### config.mk
export PLATFORM = sky130hd
export DESIGN_NAME = insn_decoder
export DESIGN_NICKNAME = d
export VERILOG_FILES = /design/src/rtl/insn_dec_pkg.sv /design/src/rtl/insn_fmt_classify.sv /design/src/rtl/insn_field_extract.sv /design/src/rtl/insn_rhs_select.sv /design/src/rtl/insn_decoder.sv
export SDC_FILE = /design/constraint.sdc
export NUM_CORES = 1
export LEC_CHECK = 0
export CELL_PAD_IN_SITES_DETAIL_PLACEMENT = 1
export CELL_PAD_IN_SITES_GLOBAL_PLACEMENT = 1
export CORE_MARGIN = 5
export CORE_UTILIZATION = 23
export DETAILED_ROUTE_END_ITERATION = 16
export MAX_ROUTING_LAYER = met4
export PLACE_DENSITY_LB_ADDON = 0.1
export SYNTH_ARGS = -nofsm -noshare
export SYNTH_HDL_FRONTEND = slang
export SYNTH_SLANG_ARGS = --single-unit
### constraint.sdc
create_clock -name vclk -period 3.5
set_input_delay 0.7 -clock vclk [all_inputs]
set_output_delay 0.7 -clock vclk [all_outputs]
set_load 0.03 [all_outputs]
### src/rtl/insn_dec_pkg.sv
package insn_dec_pkg;
   typedef enum logic [2:0] {
      FK_NONE,
      FK_ALU_I,
      FK_REG,
      FK_MOVE_I,
      FK_LDC_I,
      FK_JMP_I,
      FK_PFX
   } fmt_kind_e;

   localparam int OP_MOVE    = 6;
   localparam int OP_LDC     = 7;
   localparam int OP_JMP     = 8;
   localparam int OP_IMM_PFX = 9;
   localparam int OP_ALIAS   = 11;
   localparam int OP_NOOPND  = 4;
endpackage

### src/rtl/insn_fmt_classify.sv
module insn_fmt_classify
   import insn_dec_pkg::*;
#(
   parameter int OP_W       = 5,
   parameter bit FOLD_ALIAS = 1'b1
) (
   input  logic [6:0]      insn_lo,
   output fmt_kind_e       kind,
   output logic [OP_W-1:0] opcode,
   output logic            no_opnd
);
   logic [OP_W-1:0] reg_op;
   logic [4:0]      raw_op;

   assign raw_op = insn_lo[6:2];

   generate
      if (FOLD_ALIAS) begin : g_fold
         assign reg_op = (raw_op == 5'(OP_ALIAS)) ? OP_W'(OP_IMM_PFX) : OP_W'(raw_op);
      end else begin : g_keep
         assign reg_op = OP_W'(raw_op);
      end
   endgenerate

   always_comb begin
      kind = FK_NONE;
      unique case (insn_lo[1:0])
         2'b11: kind = FK_ALU_I;
         2'b00: kind = FK_REG;
         2'b01: begin
            unique case (insn_lo[3:2])
               2'b00: kind = FK_MOVE_I;
               2'b10: kind = FK_LDC_I;
               2'b11: kind = FK_PFX;
               default: kind = insn_lo[4] ? FK_NONE : FK_JMP_I;
            endcase
         end
         default: kind = FK_NONE;
      endcase
   end

   always_comb begin
      opcode = '0;
      unique case (kind)
         FK_ALU_I:  opcode = {1'b1, insn_lo[5:2]};
         FK_REG:    opcode = reg_op;
         FK_MOVE_I: opcode = OP_W'(OP_MOVE);
         FK_LDC_I:  opcode = OP_W'(OP_LDC);
         FK_JMP_I:  opcode = OP_W'(OP_JMP);
         FK_PFX:    opcode = OP_W'(OP_IMM_PFX);
         default:   opcode = '0;
      endcase
   end

   assign no_opnd = (kind == FK_REG) &&
                    ((raw_op < 5'(OP_NOOPND)) || (raw_op == 5'(OP_IMM_PFX)) ||
                     (raw_op == 5'(OP_ALIAS)));
endmodule

### src/rtl/insn_field_extract.sv
module insn_field_extract
   import insn_dec_pkg::*;
#(
   parameter int INSN_W = 16,
   parameter int REG_W  = 4,
   parameter int DATA_W = 16,
   parameter int LOW_W  = 4
) (
   input  logic [INSN_W-1:4]  insn_hi,
   input  fmt_kind_e          kind,
   input  logic               no_opnd,
   output logic [REG_W-1:0]   rd_idx,
   output logic [REG_W-1:0]   rs_idx,
   output logic [DATA_W-1:0]  imm_ext,
   output logic [LOW_W-1:0]   imm_lo
);
   always_comb begin
      rd_idx  = '0;
      rs_idx  = '0;
      imm_ext = '0;
      imm_lo  = '0;
      unique case (kind)
         FK_ALU_I: begin
            rd_idx  = insn_hi[15:12];
            imm_ext = {{(DATA_W-6){insn_hi[11]}}, insn_hi[11:6]};
            imm_lo  = insn_hi[9:6];
         end
         FK_REG: begin
            if (!no_opnd) begin
               rd_idx = insn_hi[15:12];
               rs_idx = insn_hi[11:8];
            end
         end
         FK_MOVE_I, FK_LDC_I: begin
            rd_idx  = insn_hi[15:12];
            imm_ext = {{(DATA_W-8){insn_hi[11]}}, insn_hi[11:4]};
            imm_lo  = insn_hi[7:4];
         end
         FK_JMP_I: begin
            imm_ext = {{(DATA_W-11){insn_hi[15]}}, insn_hi[15:5]};
            imm_lo  = insn_hi[8:5];
         end
         FK_PFX: begin
            imm_ext = {insn_hi[15:4], {LOW_W{1'b0}}};
         end
         default: ;
      endcase
   end
endmodule

### src/rtl/insn_rhs_select.sv
module insn_rhs_select
   import insn_dec_pkg::*;
#(
   parameter int DATA_W = 16,
   parameter int PFX_W  = 12,
   parameter int LOW_W  = 4
) (
   input  fmt_kind_e          kind,
   input  logic               no_opnd,
   input  logic [DATA_W-1:0]  imm_ext,
   input  logic [LOW_W-1:0]   imm_lo,
   input  logic               pfx_pending,
   input  logic [PFX_W-1:0]   pfx_val,
   input  logic [DATA_W-1:0]  rs_val,
   output logic [DATA_W-1:0]  rsval,
   output logic               is_imm,
   output logic               is_prefix
);
   always_comb begin
      is_imm    = 1'b0;
      is_prefix = 1'b0;
      rsval     = '0;
      unique case (kind)
         FK_REG:  rsval = no_opnd ? '0 : rs_val;
         FK_PFX: begin
            is_imm    = 1'b1;
            is_prefix = 1'b1;
            rsval     = imm_ext;
         end
         FK_ALU_I, FK_MOVE_I, FK_LDC_I, FK_JMP_I: begin
            is_imm = 1'b1;
            rsval  = pfx_pending ? {pfx_val, imm_lo} : imm_ext;
         end
         default: ;
      endcase
   end
endmodule

### src/rtl/insn_decoder.sv
module insn_decoder
   import insn_dec_pkg::*;
#(
   parameter int INSN_W     = 16,
   parameter int OP_W       = 5,
   parameter int REG_W      = 4,
   parameter int PFX_W      = 12,
   parameter int DATA_W     = 16,
   parameter bit FOLD_ALIAS = 1'b1
) (
   input  logic [INSN_W-1:0] insn_i,
   input  logic              pfx_pending_i,
   input  logic [PFX_W-1:0]  pfx_val_i,
   input  logic [DATA_W-1:0] rs_val_i,
   output logic [OP_W-1:0]   opcode_o,
   output logic [REG_W-1:0]  rd_idx_o,
   output logic [REG_W-1:0]  rs_idx_o,
   output logic [DATA_W-1:0] rsval_o,
   output logic              is_imm_o,
   output logic              is_prefix_o,
   output logic              illegal_o
);
   localparam int LOW_W = DATA_W - PFX_W;

   generate
      if (INSN_W != 16) begin : g_bad_insn
         $error("insn_decoder: field layout needs INSN_W = 16");
      end
      if (OP_W != 5) begin : g_bad_op
         $error("insn_decoder: opcode space needs OP_W = 5");
      end
      if (REG_W != 4) begin : g_bad_reg
         $error("insn_decoder: register fields need REG_W = 4");
      end
      if (LOW_W != 4) begin : g_bad_split
         $error("insn_decoder: prefix splice needs DATA_W - PFX_W = 4");
      end
   endgenerate

   fmt_kind_e         kind;
   logic              no_opnd;
   logic [DATA_W-1:0] imm_ext;
   logic [LOW_W-1:0]  imm_lo;

   insn_fmt_classify #(.OP_W(OP_W), .FOLD_ALIAS(FOLD_ALIAS)) u_classify (
      .insn_lo (insn_i[6:0]),
      .kind    (kind),
      .opcode  (opcode_o),
      .no_opnd (no_opnd)
   );

   insn_field_extract #(.INSN_W(INSN_W), .REG_W(REG_W), .DATA_W(DATA_W), .LOW_W(LOW_W)) u_fields (
      .insn_hi (insn_i[INSN_W-1:4]),
      .kind    (kind),
      .no_opnd (no_opnd),
      .rd_idx  (rd_idx_o),
      .rs_idx  (rs_idx_o),
      .imm_ext (imm_ext),
      .imm_lo  (imm_lo)
   );

   insn_rhs_select #(.DATA_W(DATA_W), .PFX_W(PFX_W), .LOW_W(LOW_W)) u_rhs (
      .kind        (kind),
      .no_opnd     (no_opnd),
      .imm_ext     (imm_ext),
      .imm_lo      (imm_lo),
      .pfx_pending (pfx_pending_i),
      .pfx_val     (pfx_val_i),
      .rs_val      (rs_val_i),
      .rsval       (rsval_o),
      .is_imm      (is_imm_o),
      .is_prefix   (is_prefix_o)
   );

   assign illegal_o = (kind == FK_NONE);

   always_comb begin

      illegal_nop_chk: assert (!illegal_o || (opcode_o == '0 && !is_imm_o && !is_prefix_o && rsval_o == '0))
         else $error("illegal word did not decode as nop");

      prefix_op_chk: assert (!is_prefix_o || (is_imm_o && opcode_o == OP_W'(OP_IMM_PFX)))
         else $error("prefix word with wrong opcode or flags");

      alu_imm_group_chk: assert (kind != FK_ALU_I || opcode_o[OP_W-1])
         else $error("arithmetic immediate outside upper opcode half");

      pfx_splice_chk: assert (!(pfx_pending_i && is_imm_o && !is_prefix_o) || rsval_o[DATA_W-1:LOW_W] == pfx_val_i)
         else $error("pending prefix not spliced into operand");

      reg_rhs_chk: assert (!(kind == FK_REG && !no_opnd) || rsval_o == rs_val_i)
         else $error("register operand not passed through");

      no_opnd_chk: assert (!no_opnd || (rd_idx_o == '0 && rs_idx_o == '0 && rsval_o == '0))
         else $error("operand-free word exposed fields");
   end
endmodule

# Word level (Yosys, flattened, before mapping)
# Cells that the tools add are included.
word_totals:
  ff_bits: 0
  in_bits: 45
  output_inout_bits: 32
classes:
  magnitude_cmp: 1
  eq_ne: 12
  mux: 16
  reduce_logical: 10
ops:
  columns: ["op", "n"]
  rows:
  - ["case mux 16 bit (4 select lines)", 1]
  - ["case mux 16 bit (3 select lines)", 1]
  - ["two-way mux 16 bit", 2]
  - ["case mux 5 bit (6 select lines)", 1]
  - ["case mux 3 bit (3 select lines)", 2]
  - ["two-way mux 4 bit", 3]
  - ["case mux 4 bit (3 select lines)", 1]
  - ["== test 5 x 4 -> 1 bit, second input constant", 2]
  - ["== test 3 bit, second input constant", 3]
  - ["case mux 4 bit (2 select lines)", 1]
  - ["== test 2 bit, second input constant", 3]
  - ["== test 3 x 2 -> 1 bit, second input constant", 2]
  - ["< comparator 5 x 3 -> 1 bit, second input constant", 1]
  - ["two-way mux 5 bit", 1]
  - ["OR reduction 5 bit", 1]
  - ["zero test 2 bit", 2]
  - ["OR reduction 4 bit", 1]
  - ["== test 3 x 1 -> 1 bit, second input constant", 1]
  - ["zero test 3 bit", 1]
  - ["two-way mux 3 bit", 1]
  - ["OR reduction 3 bit", 1]
  - ["== test 2 x 1 -> 1 bit, second input constant", 1]
  - ["logical OR 1 bit", 2]
  - ["two-way mux 1 bit", 2]
  - ["other kinds (2)", 2]

# Depth between registers and ports, before layout
logic_depth:
  word_depth: 8
  ltp_mapped: 10

# Cells and area by module
# A second synthesis with hierarchy kept.
hier_totals:
  cells_unflattened: 194
  area_unflattened_um2: 1448.9
by_module_without_submodules:
  columns: ["mod", "instances", "cells_each", "area_per_inst_um2"]
  rows:
  - ["insn_field_extract", 1, 91, 620.6]
  - ["insn_rhs_select", 1, 61, 511.7]
  - ["insn_fmt_classify", 1, 41, 306.5]
  - ["insn_decoder", 1, 1, 10.0]

# Least setup slack after synthesis
# Ideal clock, no wire load.
synth_path:
  path_type: "input -> output"
  from: "input insn_i[2]"
  to: "output rsval_o[15]"
  arrival_time_ns: 2.730
  slack_ns: 0.070
  path_stages: 8
  n_path_buf: 2
  cell_sequence: "ha_1 or3_4 and3_4 buf_6 buf_2 nand2_1 a311oi_1 o32ai_1"
synth_via:
  elab_chain_len: 8
synth_lines:
  columns: ["element", "line", "source"]
  rows:
  - ["start, declared", "insn_decoder.sv:11", "input logic [INSN_W-1:0] insn_i,"]
  - ["== test 2 bit / zero test 2 bit (equally long branches)", "insn_fmt_classify.sv:31", "unique case (insn_lo[3:2])"]
  - ["case mux 3 bit (3 select lines)", "insn_fmt_classify.sv:31", null]
  - ["case mux 3 bit (3 select lines)", "insn_fmt_classify.sv:27", "unique case (insn_lo[1:0])"]
  - ["== test 3 x 2 -> 1 bit / == test 3 bit (equally long branches)", "insn_field_extract.sv:22, insn_rhs_select.sv:23", null]
  - ["OR reduction 2 bit", "insn_field_extract.sv:22", "unique case (kind)"]
  - ["case mux 16 bit (4 select lines)", "insn_field_extract.sv:22", null]
  - ["two-way mux 16 bit", "insn_rhs_select.sv:32", "rsval = pfx_pending ? {pfx_val, imm_lo} : imm_ext;"]
  - ["case mux 16 bit (3 select lines) *", "insn_rhs_select.sv:23", "unique case (kind)"]
  - ["end, declared", "insn_decoder.sv:18", "output logic [DATA_W-1:0] rsval_o,"]
# Mark *: on every way between the ends. The rest lies on a longest branch, timed or not.

# Final worst setup path
layout_path:
  from: "input insn_i[2]"
  to: "output rsval_o[5]"
# The elaborated chain is that of the path after synthesis.

==> flow_summary.ini <==
[min_path]
hold_path_class = in -> out

[global_route]
grt_max_degree = 14
antenna_found_initial = 0
grt_use_total_pct = 19.6
overflow = 0
grt_pass1_vias = 1916
grt_pass1_wl_um = 9740

[setup_path]
worstPathMaxFanout = 6
startpoint_type = primary input
startpoint = insn_i[2]
worst_ep_required_time_ns = 2.80
crit_end = rsval_o[5]
path_class = in -> out
crit_arrival_ns = 2.75
worst_setup_path_end_kind = output pin

[logic_synthesis]
syn_inst = 165
synthSimpleGateAreaFrac_pct = 32.1
yosysSeqAreaShare_pct = 0
synth_top_family_by_area = compound AO/OA/AOI/OAI gates
synth.avg_cell_area_um2 = 6.40
synth-compound-area-share_pct = 53.7
yosys-top-cells-area = nand2_1, a21oi_1, a21boi_0
syn_nets = 215
synth_top_cell_area_share_pct = 8.18
synthAdderAreaFrac_pct = 5.92
netlist-cell-type-count = 41
yosys.area.top_type = nand2_1
synth_warnings = 0
synthMuxAreaShare_pct = 0.948
synthXorXnorAreaFrac_pct = 0
netlist_area_um2 = 1060

[power]
powerDensity_nw_per_um2 = 197
pwr-share-clk_pct = 0
switching_share_pct = 53.5
ir_drop_mv = 0.0873
p_leak_nw = 1.01
intPower_w = 0.000208
combPwrFrac_pct = 100.0
p_seq_share_pct = 0
power.switching_w = 0.000239

[layout]
final_common_cell = buf_4
seq_cells = 0
clock_buffer_count = 0
area_growth_syn_to_layout_pct = 115
seqCellArea_um2 = 0
layout_common_cells = buf_4, clkdlybuf4s50_1, nand2_1
layout.nets = 338
n_antenna_cell = 0
layoutNonFillerInstCount = 338
drive_gt1_share_pct = 38.8

[detailed_routing]
wl_um = 6240
drtPass1Iterations = 4
drc = 0
num_vias = 1829
final_antenna_net_count = 0
vias_per_cell = 5.41
routedWlPerCell_um = 18.4
first_iter_violations = 54

[flow_run]
cap_violations = 0

[floorplanning]
die_h_um = 77.8
pin_count = 77
core_um2 = 4410
dieWidth_um = 77.8
row_count = 24
die_area_um2 = 6050
start_util_pct = 23.9

[sta]
finalCritPeriodShare_pct = 98.5
rsz0062_at_grt = no
finalMaxSlewViolations = 0
hold_violations = 0
finalCriticalPeriod_ns = 3.45
tns_ns = 0
worst_pin_slew_ns = 0.404
slew_headroom_pct = 73.0
finalSetupViolations = 0
fmax_mhz = 290

[place]
dpl.hpwl_um = 5130
gp_congestion = 0.872
placed_cells = 331
port-buffer-count = 77

[outcome]
status = finished, final reports clean

[cts]
postCtsHoldBufs = 0
## Yosys cell counts (2+ instances only)
cell type,count
a21boi_0,10
a21oi_1,16
o21ai_0,11
ha_1,5
nor2_1,13
inv_1,4
a22oi_1,3
nand2_1,23
a41oi_1,2
a221o_1,4
buf_2,7
clkbuf_1,3
o221ai_1,7
nor2b_1,4
or2_2,2
o22ai_1,10
nand3_1,9
and2_1,9
## critical path, stage by stage
cell and delay (ns):
buf_2 0.12, buf_4 0.13, ha_2 0.18, or3_4 0.39, and3_4 0.23, buf_4 0.14
buf_4 0.13, nand2_1 0.08, a21boi_0 0.32, o221ai_2 0.14, buf_4 0.18
## final cells by class
cell class / count / area (um2)
Multi-Input combinational cell: 149 / 1040
Inverter: 4 / 15.0
Timing Repair Buffer: 133 / 1150
Fill cell: 565 / 2140
Tap cell: 52 / 65.1
## through the flow
step | instance area (um2) | setup WS (ns) | power [W] | utilization, % | hold slack, ns
3_5_place_dp | 2160 | -0.777 | 0.000429 | 48.9 | 2.13
2_1_floorplan | 1060 | 0.0700 | 0.000210 | - | 1.61
3_3_place_gp | 2160 | -0.690 | 0.000421 | 48.9 | 2.11
4_1_cts | 2200 | 0.0423 | 0.000435 | 49.7 | 1.89
6_report | 2270 | 0.0530 | 0.000447 | 51.5 | 1.88
5_1_grt | 2270 | 0.00958 | 0.000474 | 51.5 | 1.93
## what timing repair did
item / CTS / global route
cloned: 0 / 0
buffers inserted: 4 / 3
resized for setup: 55 / 15
setup endpoints to repair: 30 / 12
pin swaps: 5 / 5
## metal layers
layer	share of wire [%]	GRT usage, %
met1	41	22.5
met2	53	36.7
met4	0.50	1.89
met5	0	-
met3	5.4	2.66
## power by group through the flow
| stage | registers (W) | logic [W] | clock network (W) |
|---|---|---|---|
| 3_5_place_dp | 0 | 0.000429 | 0 |
| 2_1_floorplan | 0 | 0.000210 | 0 |
| 4_1_cts | 0 | 0.000435 | 0 |
| 5_1_grt | 0 | 0.000474 | 0 |
| 3_3_place_gp | 0 | 0.000421 | 0 |
| 6_report | 0 | 0.000447 | 0 |
## worst min path at each step
| stage | from | end | slack, ns | cells past startpoint |
|---|---|---|---|---|
| after floorplan | insn_i[5] | opcode_o[3] | 1.61 | 2 |
| after global placement | insn_i[13] | rd_idx_o[1] | 2.11 | 3 |
| after detailed placement | insn_i[13] | rd_idx_o[1] | 2.13 | 3 |
| after CTS | insn_i[2] | opcode_o[0] | 1.89 | 4 |
| after global routing | insn_i[2] | opcode_o[0] | 1.93 | 4 |
| final | insn_i[2] | opcode_o[0] | 1.88 | 4 |
## kinds of logic after synthesis
logic type,after synthesis
compound gates,77
simple gates,66
buf+inv,16
fa+ha+maj,5
mux,1
No activity file was read; power rests on OpenSTA's default activity.
